[src/rtl/sgi_pkg.sv]
package sgi_pkg;
  localparam int CPU_MAX = 8;
  localparam int SRC_W   = 3;
  localparam int IDF_W   = 10;
  localparam int SRC_LSB = 10;
  localparam int LIST_LSB = 16;
  localparam int FLT_LSB  = 24;
  localparam logic [IDF_W-1:0] SPURIOUS_ID = 10'd1023;

  typedef enum logic [1:0] {
    FLT_LIST   = 2'd0,
    FLT_OTHERS = 2'd1,
    FLT_SELF   = 2'd2,
    FLT_NONE   = 2'd3
  } filt_e;

  // Target set over the widest possible cluster; caller trims it.
  function automatic logic [CPU_MAX-1:0] filter_targets(
    input filt_e f, input logic [CPU_MAX-1:0] list, input logic [SRC_W-1:0] writer);
    logic [CPU_MAX-1:0] me;
    me = '0;
    me[writer] = 1'b1;
    case (f)
      FLT_LIST:   return list;
      FLT_OTHERS: return ~me;
      FLT_SELF:   return me;
      default:    return '0;
    endcase
  endfunction

  // Acknowledge word layout: source in [12:10], number in [9:0].
  function automatic logic [31:0] ack_word(
    input logic valid, input logic [SRC_W-1:0] src, input logic [IDF_W-1:0] id);
    logic [31:0] w;
    w = '0;
    if (valid) begin
      w[SRC_LSB +: SRC_W] = src;
      w[IDF_W-1:0] = id;
    end else begin
      w[IDF_W-1:0] = SPURIOUS_ID;
    end
    return w;
  endfunction
endpackage

[src/rtl/sgi_target_decode.sv]
module sgi_target_decode
  import sgi_pkg::*;
#(
  parameter int NCPU = 4,
  parameter int NID  = 16,
  localparam int ID_W = $clog2(NID)
) (
  input  logic             gen_we,
  input  logic [SRC_W-1:0] gen_cpu,
  input  logic [31:0]      gen_data,
  output logic [NCPU-1:0]  tgt,
  output logic [ID_W-1:0]  sgi_id
);
  filt_e              mode;
  logic [CPU_MAX-1:0] full_set;
  logic               writer_ok;
  logic               unused_bits;

  assign mode      = filt_e'(gen_data[FLT_LSB +: 2]);
  assign full_set  = filter_targets(mode, gen_data[LIST_LSB +: CPU_MAX], gen_cpu);
  assign writer_ok = int'(gen_cpu) < NCPU;
  assign tgt       = (gen_we && writer_ok) ? full_set[NCPU-1:0] : '0;
  assign sgi_id    = gen_data[ID_W-1:0];
  assign unused_bits = ^{gen_data[31:FLT_LSB+2], gen_data[LIST_LSB-1:ID_W]};
endmodule

[src/rtl/sgi_pick.sv]
module sgi_pick #(
  parameter int NCPU = 4,
  parameter int NID  = 16,
  localparam int NPAIR = NCPU * NID,
  localparam int ID_W  = $clog2(NID),
  localparam int SW    = sgi_pkg::SRC_W
) (
  input  logic [NPAIR-1:0] ready,
  output logic             found,
  output logic [ID_W-1:0]  id,
  output logic [SW-1:0]    src
);
  // Pairs are laid out number-major, so the lowest index is the winner.
  always_comb begin
    found = 1'b0;
    id    = '0;
    src   = '0;
    for (int k = NPAIR - 1; k >= 0; k--) begin
      if (ready[k]) begin
        found = 1'b1;
        id    = ID_W'(k / NCPU);
        src   = SW'(k % NCPU);
      end
    end
  end
endmodule

[src/rtl/sgi_cpu_bank.sv]
module sgi_cpu_bank
  import sgi_pkg::*;
#(
  parameter int NCPU = 4,
  parameter int NID  = 16,
  localparam int NPAIR  = NCPU * NID,
  localparam int ID_W   = $clog2(NID),
  localparam int PAIR_W = $clog2(NPAIR)
) (
  input  logic             clk,
  input  logic             rst_n,
  input  logic [NPAIR-1:0] set_vec,
  input  logic             ack_rd,
  input  logic             eoi_we,
  input  logic [31:0]      eoi_val,
  input  logic             clr_we,
  input  logic [NID-1:0]   clr_ids,
  output logic [31:0]      ack_val,
  output logic             irq
);
  logic [NPAIR-1:0] pend_q, act_q, ready;
  logic [NPAIR-1:0] ack_oh, eoi_oh, clr_vec;
  logic             found;
  logic [ID_W-1:0]  win_id;
  logic [SRC_W-1:0] win_src;
  logic             ack_fire;
  logic             eoi_hit;
  logic [IDF_W-1:0] eoi_id;
  logic [SRC_W-1:0] eoi_src;

  assign ready = pend_q & ~act_q;

  sgi_pick #(.NCPU(NCPU), .NID(NID)) u_pick (
    .ready (ready),
    .found (found),
    .id    (win_id),
    .src   (win_src)
  );

  assign ack_fire = ack_rd & found;
  assign eoi_id   = eoi_val[IDF_W-1:0];
  assign eoi_src  = eoi_val[SRC_LSB +: SRC_W];
  assign eoi_hit  = eoi_we && (eoi_val[31:SRC_LSB+SRC_W] == '0)
                    && (int'(eoi_id) < NID) && (int'(eoi_src) < NCPU);

  always_comb begin
    ack_oh = '0;
    if (ack_fire) ack_oh[PAIR_W'(int'(win_id) * NCPU + int'(win_src))] = 1'b1;
  end

  always_comb begin
    eoi_oh = '0;
    if (eoi_hit) eoi_oh[PAIR_W'(int'(eoi_id) * NCPU + int'(eoi_src))] = 1'b1;
  end

  for (genvar n = 0; n < NID; n++) begin : g_clr
    assign clr_vec[n*NCPU +: NCPU] = {NCPU{clr_we & clr_ids[n]}};
  end

  // A fresh request wins over the read that clears the same pair.
  always_ff @(posedge clk) begin
    if (!rst_n) begin
      pend_q <= '0;
      act_q  <= '0;
    end else begin
      pend_q <= (pend_q & ~ack_oh) | set_vec;
      act_q  <= (act_q & ~eoi_oh & ~clr_vec) | ack_oh;
    end
  end

  assign ack_val = ack_word(found, win_src, IDF_W'(win_id));
  assign irq     = found;
endmodule

[src/rtl/sgi_unit.sv]
module sgi_unit
  import sgi_pkg::*;
#(
  parameter int NCPU = 4,
  parameter int NID  = 16
) (
  input  logic                 clk,
  input  logic                 rst_n,
  input  logic                 gen_we,
  input  logic [2:0]           gen_cpu,
  input  logic [31:0]          gen_data,
  input  logic [NCPU-1:0]      ack_rd,
  output logic [NCPU*32-1:0]   ack_val,
  output logic [NCPU-1:0]      irq,
  input  logic [NCPU-1:0]      eoi_we,
  input  logic [NCPU*32-1:0]   eoi_val,
  input  logic [NCPU-1:0]      clr_we,
  input  logic [NCPU*NID-1:0]  clr_ids
);
  localparam int NPAIR  = NCPU * NID;
  localparam int ID_W   = $clog2(NID);
  localparam int PAIR_W = $clog2(NPAIR);

  logic [NCPU-1:0]  gen_tgt;
  logic [ID_W-1:0]  gen_id;
  logic [NPAIR-1:0] set_onehot;

  sgi_target_decode #(.NCPU(NCPU), .NID(NID)) u_dec (
    .gen_we   (gen_we),
    .gen_cpu  (gen_cpu),
    .gen_data (gen_data),
    .tgt      (gen_tgt),
    .sgi_id   (gen_id)
  );

  always_comb begin
    set_onehot = '0;
    if (int'(gen_cpu) < NCPU)
      set_onehot[PAIR_W'(int'(gen_id) * NCPU + int'(gen_cpu))] = 1'b1;
  end

  for (genvar c = 0; c < NCPU; c++) begin : g_cpu
    sgi_cpu_bank #(.NCPU(NCPU), .NID(NID)) u_bank (
      .clk     (clk),
      .rst_n   (rst_n),
      .set_vec (gen_tgt[c] ? set_onehot : '0),
      .ack_rd  (ack_rd[c]),
      .eoi_we  (eoi_we[c]),
      .eoi_val (eoi_val[c*32 +: 32]),
      .clr_we  (clr_we[c]),
      .clr_ids (clr_ids[c*NID +: NID]),
      .ack_val (ack_val[c*32 +: 32]),
      .irq     (irq[c])
    );
  end
endmodule

[config.mk]
export PLATFORM = sky130hd
export DESIGN_NAME = sgi_unit
export DESIGN_NICKNAME = d
export VERILOG_FILES = /design/src/rtl/sgi_pkg.sv /design/src/rtl/sgi_target_decode.sv /design/src/rtl/sgi_pick.sv /design/src/rtl/sgi_cpu_bank.sv /design/src/rtl/sgi_unit.sv
export SDC_FILE = /design/constraint.sdc
export NUM_CORES = 1
export LEC_CHECK = 0
export BUFFER_PORTS_ARGS = -buffer_cell sky130_fd_sc_hd__buf_4
export CORE_MARGIN = 10
export CORE_UTILIZATION = 52
export DETAILED_ROUTE_END_ITERATION = 10
export GPL_TIMING_DRIVEN = 0
export PLACE_DENSITY = 0.77
export SLEW_MARGIN = 20
export SYNTH_ARGS = -nofsm -noshare
export SYNTH_HDL_FRONTEND = slang
export SYNTH_SLANG_ARGS = --single-unit
[constraint.sdc]
create_clock -name clk -period 2.4 [get_ports clk]
set_clock_uncertainty 0.2 [all_clocks]
set_input_delay 0.24 -clock clk [delete_from_list [all_inputs] [get_ports clk]]
set_output_delay 0.24 -clock clk [all_outputs]
set_load 0.05 [all_outputs]
==> results of run 1 <==
## final timing paths
check / cells past startpoint / slack (ns) / to
min: 6 / 0.008 / g_cpu[2].u_bank.act_q[22]$_SDFF_PN0_
max reg2reg: 11 / -0.70 / g_cpu[0].u_bank.act_q[24]$_SDFF_PN0_
max: 8 / -0.89 / ack_val[10]
min reg2reg: 1 / 0.25 / g_cpu[2].u_bank.act_q[47]$_SDFF_PN0_
## per-stage QoR
stage               hold WS (ns)  setup slack [ns]
detailed placement         0.235             -1.47
floorplan                  0.220            -0.287
finish                   0.00825            -0.891
CTS                      -0.0171            -0.808
global placement           0.233             -1.43
global route              0.0433            -0.976
## kinds of logic after synthesis
| family | Yosys count | synth area share [%] |
|---|---|---|
| AND/OR/NAND/NOR | 1488 | 31.7 |
| AO/OA/AOI/OAI | 712 | 20.4 |
| flip-flops | 512 | 41.4 |
| buffers and inverters | 265 | 5.66 |
| adder cells (fa/ha/maj) | 10 | 0.505 |
| XOR/XNOR | 5 | 0.177 |
| multiplexers | 3 | 0.121 |
| other | 1 | 0.0151 |
## layout make-up
| type | count | area (sq um) |
|---|---|---|
| buffer | 202 | 1340 |
| clock buffer | 68 | 1490 |
| clock inverter | 31 | 435 |
| fill | 3183 | 10900 |
| inverter | 51 | 229 |
| multi-input combinational | 2298 | 16400 |
| sequential | 512 | 10300 |
| tap | 607 | 759 |
| timing repair buffer | 541 | 4910 |
## metal layers
layer | up-vias | share of wire (%) | routed length, microns | GRT usage, %
met5 | - | 0 | 0 | 0
met1 | 12400 | 39 | 37300 | 38.3
met2 | 1260 | 48 | 46000 | 53.9
li1 | 11900 | - | - | -
met4 | 0 | 5.5 | 5330 | 17.3
met3 | 322 | 8.2 | 7940 | 6.20
## sequential cells by signal (all words and copies together) (netlist names)
name and cells:
g_cpu.u_bank.act_q 256, g_cpu.u_bank.pend_q 256
## layout by cell type, fill, tap and decap left out, types with 73 or more instances in the layout
master / netlist / routed
nand3_1: 88 / 73
nor2b_1: 160 / 87
dfxtp_1: 512 / 448
conb_1: 1 / 80
nand2b_1: 171 / 125
nand2_1: 381 / 354
a21oi_1: 192 / 180
and2_1: 273 / 264
clkbuf_1: 90 / 81
buf_4: 105 / 432
nor2_1: 189 / 159
a32o_1: 84 / 84
o21ai_0: 130 / 96
dlygate4sd3_1: 0 / 87
## tightest hold or removal path: stages
cell and delay (ns):
buf_4 0.07, nor4_1 0.04, nand3_1 0.11, nor4_1 0.12, nand2_1 0.08, a32o_1 0.15
## what timing repair did
item / 4_1_cts / 5_1_grt
pin swaps: 176 / 110
cloned: 2 / 0
setup buffers: 146 / 54
endpoints found under the hold margin: 261 / 0
endpoints found under the setup margin: 380 / 308
hold buffers: 87 / 0
resized for setup: 630 / 146
## report_power, final
| group | switching, W | total [W] | internal, W | leakage, nW |
|---|---|---|---|---|
| sequential | 0.00000437 | 0.00850 | 0.00850 | 4.15 |
| combinational | 0.00124 | 0.00202 | 0.000776 | 9.23 |
| clock | 0.00368 | 0.00907 | 0.00539 | 0.942 |
| total | 0.00492 | 0.0196 | 0.0147 | 14.3 |
==> impl_metrics.py, run 1 <==
metrics = {
    "run_status": {
        "status": "finished, violations left",
        "failed_checks": "negative setup slack",
    },
    "yosys": {
        "ys_ff_latch": 512,
        "yosysSeqAreaShare_pct": 41.4,
        "ys_dominant_reg_cell": "dfxtp_1",
        "async_flop_share_pct": 0,
        "synthTopCellsByCount": "dfxtp_1 (512), nand2_1 (381), and2_1 (273), a21oi_1 (192), nor2_1 (189)",
        "synth_edf_count": 0,
        "yosys-top-cells-area": "dfxtp_1 (41%), and2_1 (6.9%), nand2_1 (5.8%)",
        "yosysMostFrequentCell": "dfxtp_1",
        "syn_area_sq_um": 24800,
        "synth_cells": 2996,
        "yosysTopAreaCell": "dfxtp_1",
        "syn_avg_cell_area_sq_um": 8.27,
        "synth_top_area_share_pct": 41.4,
        "synth_cell_types": 86,
        "synth_warnings": 0,
    },
    "worst_setup_path": {
        "criticalPathCategory": "flop to output pin",
        "crit_path_cell_trace": "nor2b_1 -> o211ai_1 -> a2111oi_4 -> o211ai_1 -> a2111o_1 -> nand3_4 -> clkinvlp_4 -> buf_8",
        "crit_fanout": 3,
        "critical-path-max-stage-delay_ns": 0.46,
        "cpMaxStageDelayCell": "a2111o_1",
        "cp_top_family": "compound AO/OA/AOI/OAI gates",
        "worstSetupEndpointType": "output pin",
        "crit_top_cell": "o211ai_1",
        "startpoint_type": "flop",
        "critPathArrivalTime_ns": 2.85,
        "path_buf_inv": 2,
        "critPathLaunch": "g_cpu[0].u_bank.pend_q[62]$_SDFF_PN0_",
        "critPathRequiredTime_ns": 1.96,
        "r2r-start": "g_cpu[0].u_bank.pend_q[62]$_SDFF_PN0_",
    },
    "detailed_routing": {
        "firstDrtPassIters": 6,
        "vias_per_cell": 6.00,
        "wl_per_cell_microns": 22.4,
        "wl_mm": 96.6,
        "vias": 25900,
        "ant_nets": 0,
        "drc": 0,
        "drtIter0Drc": 2344,
    },
    "floorplan": {
        "dieArea_sq_um": 56800,
        "rows": 79,
        "core-area_sq_um": 46900,
        "initial_core_util_pct": 52.9,
        "io_pins": 374,
        "fp.dieW_microns": 238,
        "die_h_microns": 238,
    },
    "power": {
        "p_per_area_nw_per_um2": 545,
        "leakage_nw": 14.3,
        "power.total_w": 0.0196,
        "vdd_drop_max_mv": 0.652,
    },
    "cts": {
        "cts.sinks": 512,
        "cts_buffers": 53,
        "tritoncts": "built",
        "clk_path_buf_depth": 3,
        "htree_levels": 2,
        "cts-root-buf": "clkbuf_16",
        "clock_latency_ns": 0.64,
        "cts.clk_slew.worst_paths_ns": 0.06,
    },
    "timing": {
        "slew_violations": 0,
        "fmax_mhz": 304,
        "maxSlewHeadroom_pct": 27.1,
        "setup_ws_ns": -0.891,
        "finalHoldViolCount": 0,
        "worst_slew_pin_slew_ns": 1.09,
        "rsz0062_at_grt": "yes",
        "finalSetupTns_ns": -121.14,
        "fin_crit_sh_pct": 137,
        "finalWorstPathRequiredPeriod_ns": 3.29,
        "setup_viol": 308,
    },
    "global_route": {
        "grt_overflow": 0,
        "grt_pass1_wl_mm": 146,
        "gr-usage-all-layers_pct": 32.1,
        "grt_antenna_before_repair": 0,
        "grt_start_max_net_pins": 15,
        "grt_pass1_vias": 26000,
    },
    "min_path": {
        "hp-start": "eoi_val[72]",
        "hp-class": "input port to flop",
    },
    "finish": {
        "drive_gt1_share_pct": 32.3,
        "n_antenna_cell": 0,
        "final_area_sq_um": 35900,
        "nNetsFinal": 3911,
        "syn2layout_area_growth_pct": 45.1,
        "post-route-util_pct": 76.7,
        "layout.cells.non_filler": 4310,
    },
    "run": {
        "maxCapViolations": 0,
    },
    "place": {
        "dp_hpwl_mm": 66.8,
        "gp_congestion": 0.986,
        "placed_cells": 3946,
        "io_buffers": 264,
        "dpl_cell_area_sq_um": 28500,
    },
}
Note: power is estimated with default switching activity, not from simulation.
==> run 2, diff against run 1 <==
--- a/config.mk
+++ b/config.mk
@@ -7,7 +7,7 @@
 export LEC_CHECK = 0
 export BUFFER_PORTS_ARGS = -buffer_cell sky130_fd_sc_hd__buf_4
 export CORE_MARGIN = 10
-export CORE_UTILIZATION = 52
+export CORE_UTILIZATION = 55
 export DETAILED_ROUTE_END_ITERATION = 10
 export GPL_TIMING_DRIVEN = 0
 export PLACE_DENSITY = 0.77
==> constraint.sdc (replaced) <==
create_clock -name clk -period 4.3 [get_ports clk]
set_clock_uncertainty 0.2 [all_clocks]
set_input_delay 0.43 -clock clk [delete_from_list [all_inputs] [get_ports clk]]
set_output_delay 0.43 -clock clk [all_outputs]
set_load 0.05 [all_outputs]
==> impl_metrics.py, run 2 (same netlist as run 1, synthesis figures left out) <==
metrics = {
    "cts": {
        "tritoncts": "built",
        "cts_setup_buffers": 0,
        "cts.clk_slew.worst_paths_ns": 0.07,
        "cts-root-buf": "clkbuf_16",
        "clock_latency_ns": 0.63,
        "clk_path_buf_depth": 3,
        "htree_levels": 2,
        "cts_buffers": 53,
        "cts.sinks": 512,
    },
    "floorplan": {
        "core-area_sq_um": 44400,
        "io_pins": 374,
        "fp.dieW_microns": 232,
        "initial_core_util_pct": 55.8,
        "dieArea_sq_um": 53900,
        "rows": 77,
        "die_h_microns": 232,
    },
    "min_path": {
        "min_path_cells": 3,
        "hp-class": "input port to flop",
    },
    "worst_setup_path": {
        "startpoint_type": "flop",
        "critPathArrivalTime_ns": 3.48,
        "crit_fanout": 10,
        "critPathRequiredTime_ns": 3.67,
        "r2r_cells": 9,
        "worstSetupEndpointType": "output pin",
        "criticalPathCategory": "flop to output pin",
    },
    "finish": {
        "drive_gt1_share_pct": 15.4,
        "syn2layout_area_growth_pct": 21.7,
        "fillers": 3650,
        "area.sequential_sq_um": 10200,
        "multi_input_area_sq_um": 13500,
        "final_common_cell": "dfxtp_1",
        "n_antenna_cell": 0,
        "layout_common_cells": "dfxtp_1 (512), nand2_1 (381), buf_4 (369)",
        "largestRegisters": "g_cpu.u_bank.act_q: 256 flops, g_cpu.u_bank.pend_q: 256 flops",
        "post-route-util_pct": 67.8,
        "nNetsFinal": 3673,
        "layout.cells.non_filler": 4057,
    },
    "timing": {
        "setup_ws_ns": 0.191,
        "setup_viol": 0,
        "fin_crit_sh_pct": 95.6,
        "finalSetupTns_ns": 0,
        "rsz0062_at_grt": "no",
        "fmax_mhz": 243,
        "slew_violations": 0,
        "finalHoldViolCount": 0,
        "finalWorstPathRequiredPeriod_ns": 4.11,
        "maxSlewHeadroom_pct": 23.0,
        "worst_slew_pin_slew_ns": 1.15,
    },
    "run_status": {
        "status": "completed",
    },
    "global_route": {
        "grt_antenna_before_repair": 0,
        "grt_pass1_wl_mm": 135,
        "grt_pass1_vias": 24100,
        "grt_overflow": 0,
        "gr-usage-all-layers_pct": 31.4,
        "grt_start_max_net_pins": 16,
    },
    "power": {
        "leakage_nw": 12.0,
        "vdd_drop_max_mv": 0.422,
        "p_per_area_nw_per_um2": 364,
    },
    "detailed_routing": {
        "wl_per_cell_microns": 22.0,
        "vias": 24700,
        "vias_per_cell": 6.08,
        "wl_mm": 89.3,
        "firstDrtPassIters": 7,
        "ant_nets": 0,
        "drtIter0Drc": 2304,
        "drc": 0,
    },
    "place": {
        "dp_slack_ns": 0.237,
        "io_buffers": 264,
        "gp_congestion": 1.03,
        "placed_cells": 3931,
        "dp_hpwl_mm": 67.7,
    },
    "run": {
        "maxCapViolations": 0,
    },
}
==> run 2: per-layer routing <==
layer	track usage [%]	wire, microns
met1	38.0	35000
met2	51.9	41500
met3	6.35	8210
met4	16.2	4650
met5	0	0
==> run 2: layout make-up <==
class                           count  share of cell area [%]
Clock inverter                     28                    1.64
Inverter                           51                   0.635
Timing Repair Buffer              291                    7.47
Sequential cell                   512                    34.0
Buffer                            214                    4.03
Tap cell                          592                    2.46
Clock buffer                       71                    5.06
Multi-Input combinational cell   2298                    44.7
==> run 2: worst max-delay path, stage by stage, from the launching register on <==
cell and delay, ns:
dfxtp_1 0.45, nand2b_1 0.14, a211oi_1 0.28, nor4_1 0.08
o21ai_0 0.30, a211oi_2 0.18, a2111oi_4 0.51, o21ai_2 0.22
inv_2 0.18, buf_2 0.27, buf_4 0.25
==> run 2: stage by stage <==
step                      power (W)  cell area (sq um)  hold slack (ns)
after floorplan             0.00541              25100            0.220
after global placement      0.00573              27800            0.229
after detailed placement    0.00575              27800            0.235
after CTS                    0.0110              30100         0.000921
after global routing         0.0112              30100           0.0208
final                        0.0110              30100           0.0168
==> run 2: what timing repair did <==
item                       4_1_cts  5_1_grt
hold endpoints to repair        98        0
hold buffers                    27        0
resized for setup                0        4
setup endpoints to repair        0        3
==> run 2: where the power goes <==
part	switching (W)	internal, W
registers	0.00000210	0.00474
clock network	0.00204	0.00323
logic	0.000631	0.000314
==> run 2: path summary, 6_finish.rpt <==
| path | startpoint | endpoint | slack [ns] |
|---|---|---|---|
| setup / recovery | g_cpu[2].u_bank.pend_q[63]$_SDFF_PN0_ | ack_val[75] | 0.19 |
| hold / removal | clr_ids[41] | g_cpu[2].u_bank.act_q[38]$_SDFF_PN0_ | 0.02 |
| setup reg to reg | g_cpu[0].u_bank.act_q[15]$_SDFF_PN0_ | g_cpu[0].u_bank.pend_q[5]$_SDFF_PN0_ | 0.40 |
| hold reg to reg | g_cpu[2].u_bank.act_q[51]$_SDFF_PN0_ | g_cpu[2].u_bank.act_q[51]$_SDFF_PN0_ | 0.25 |
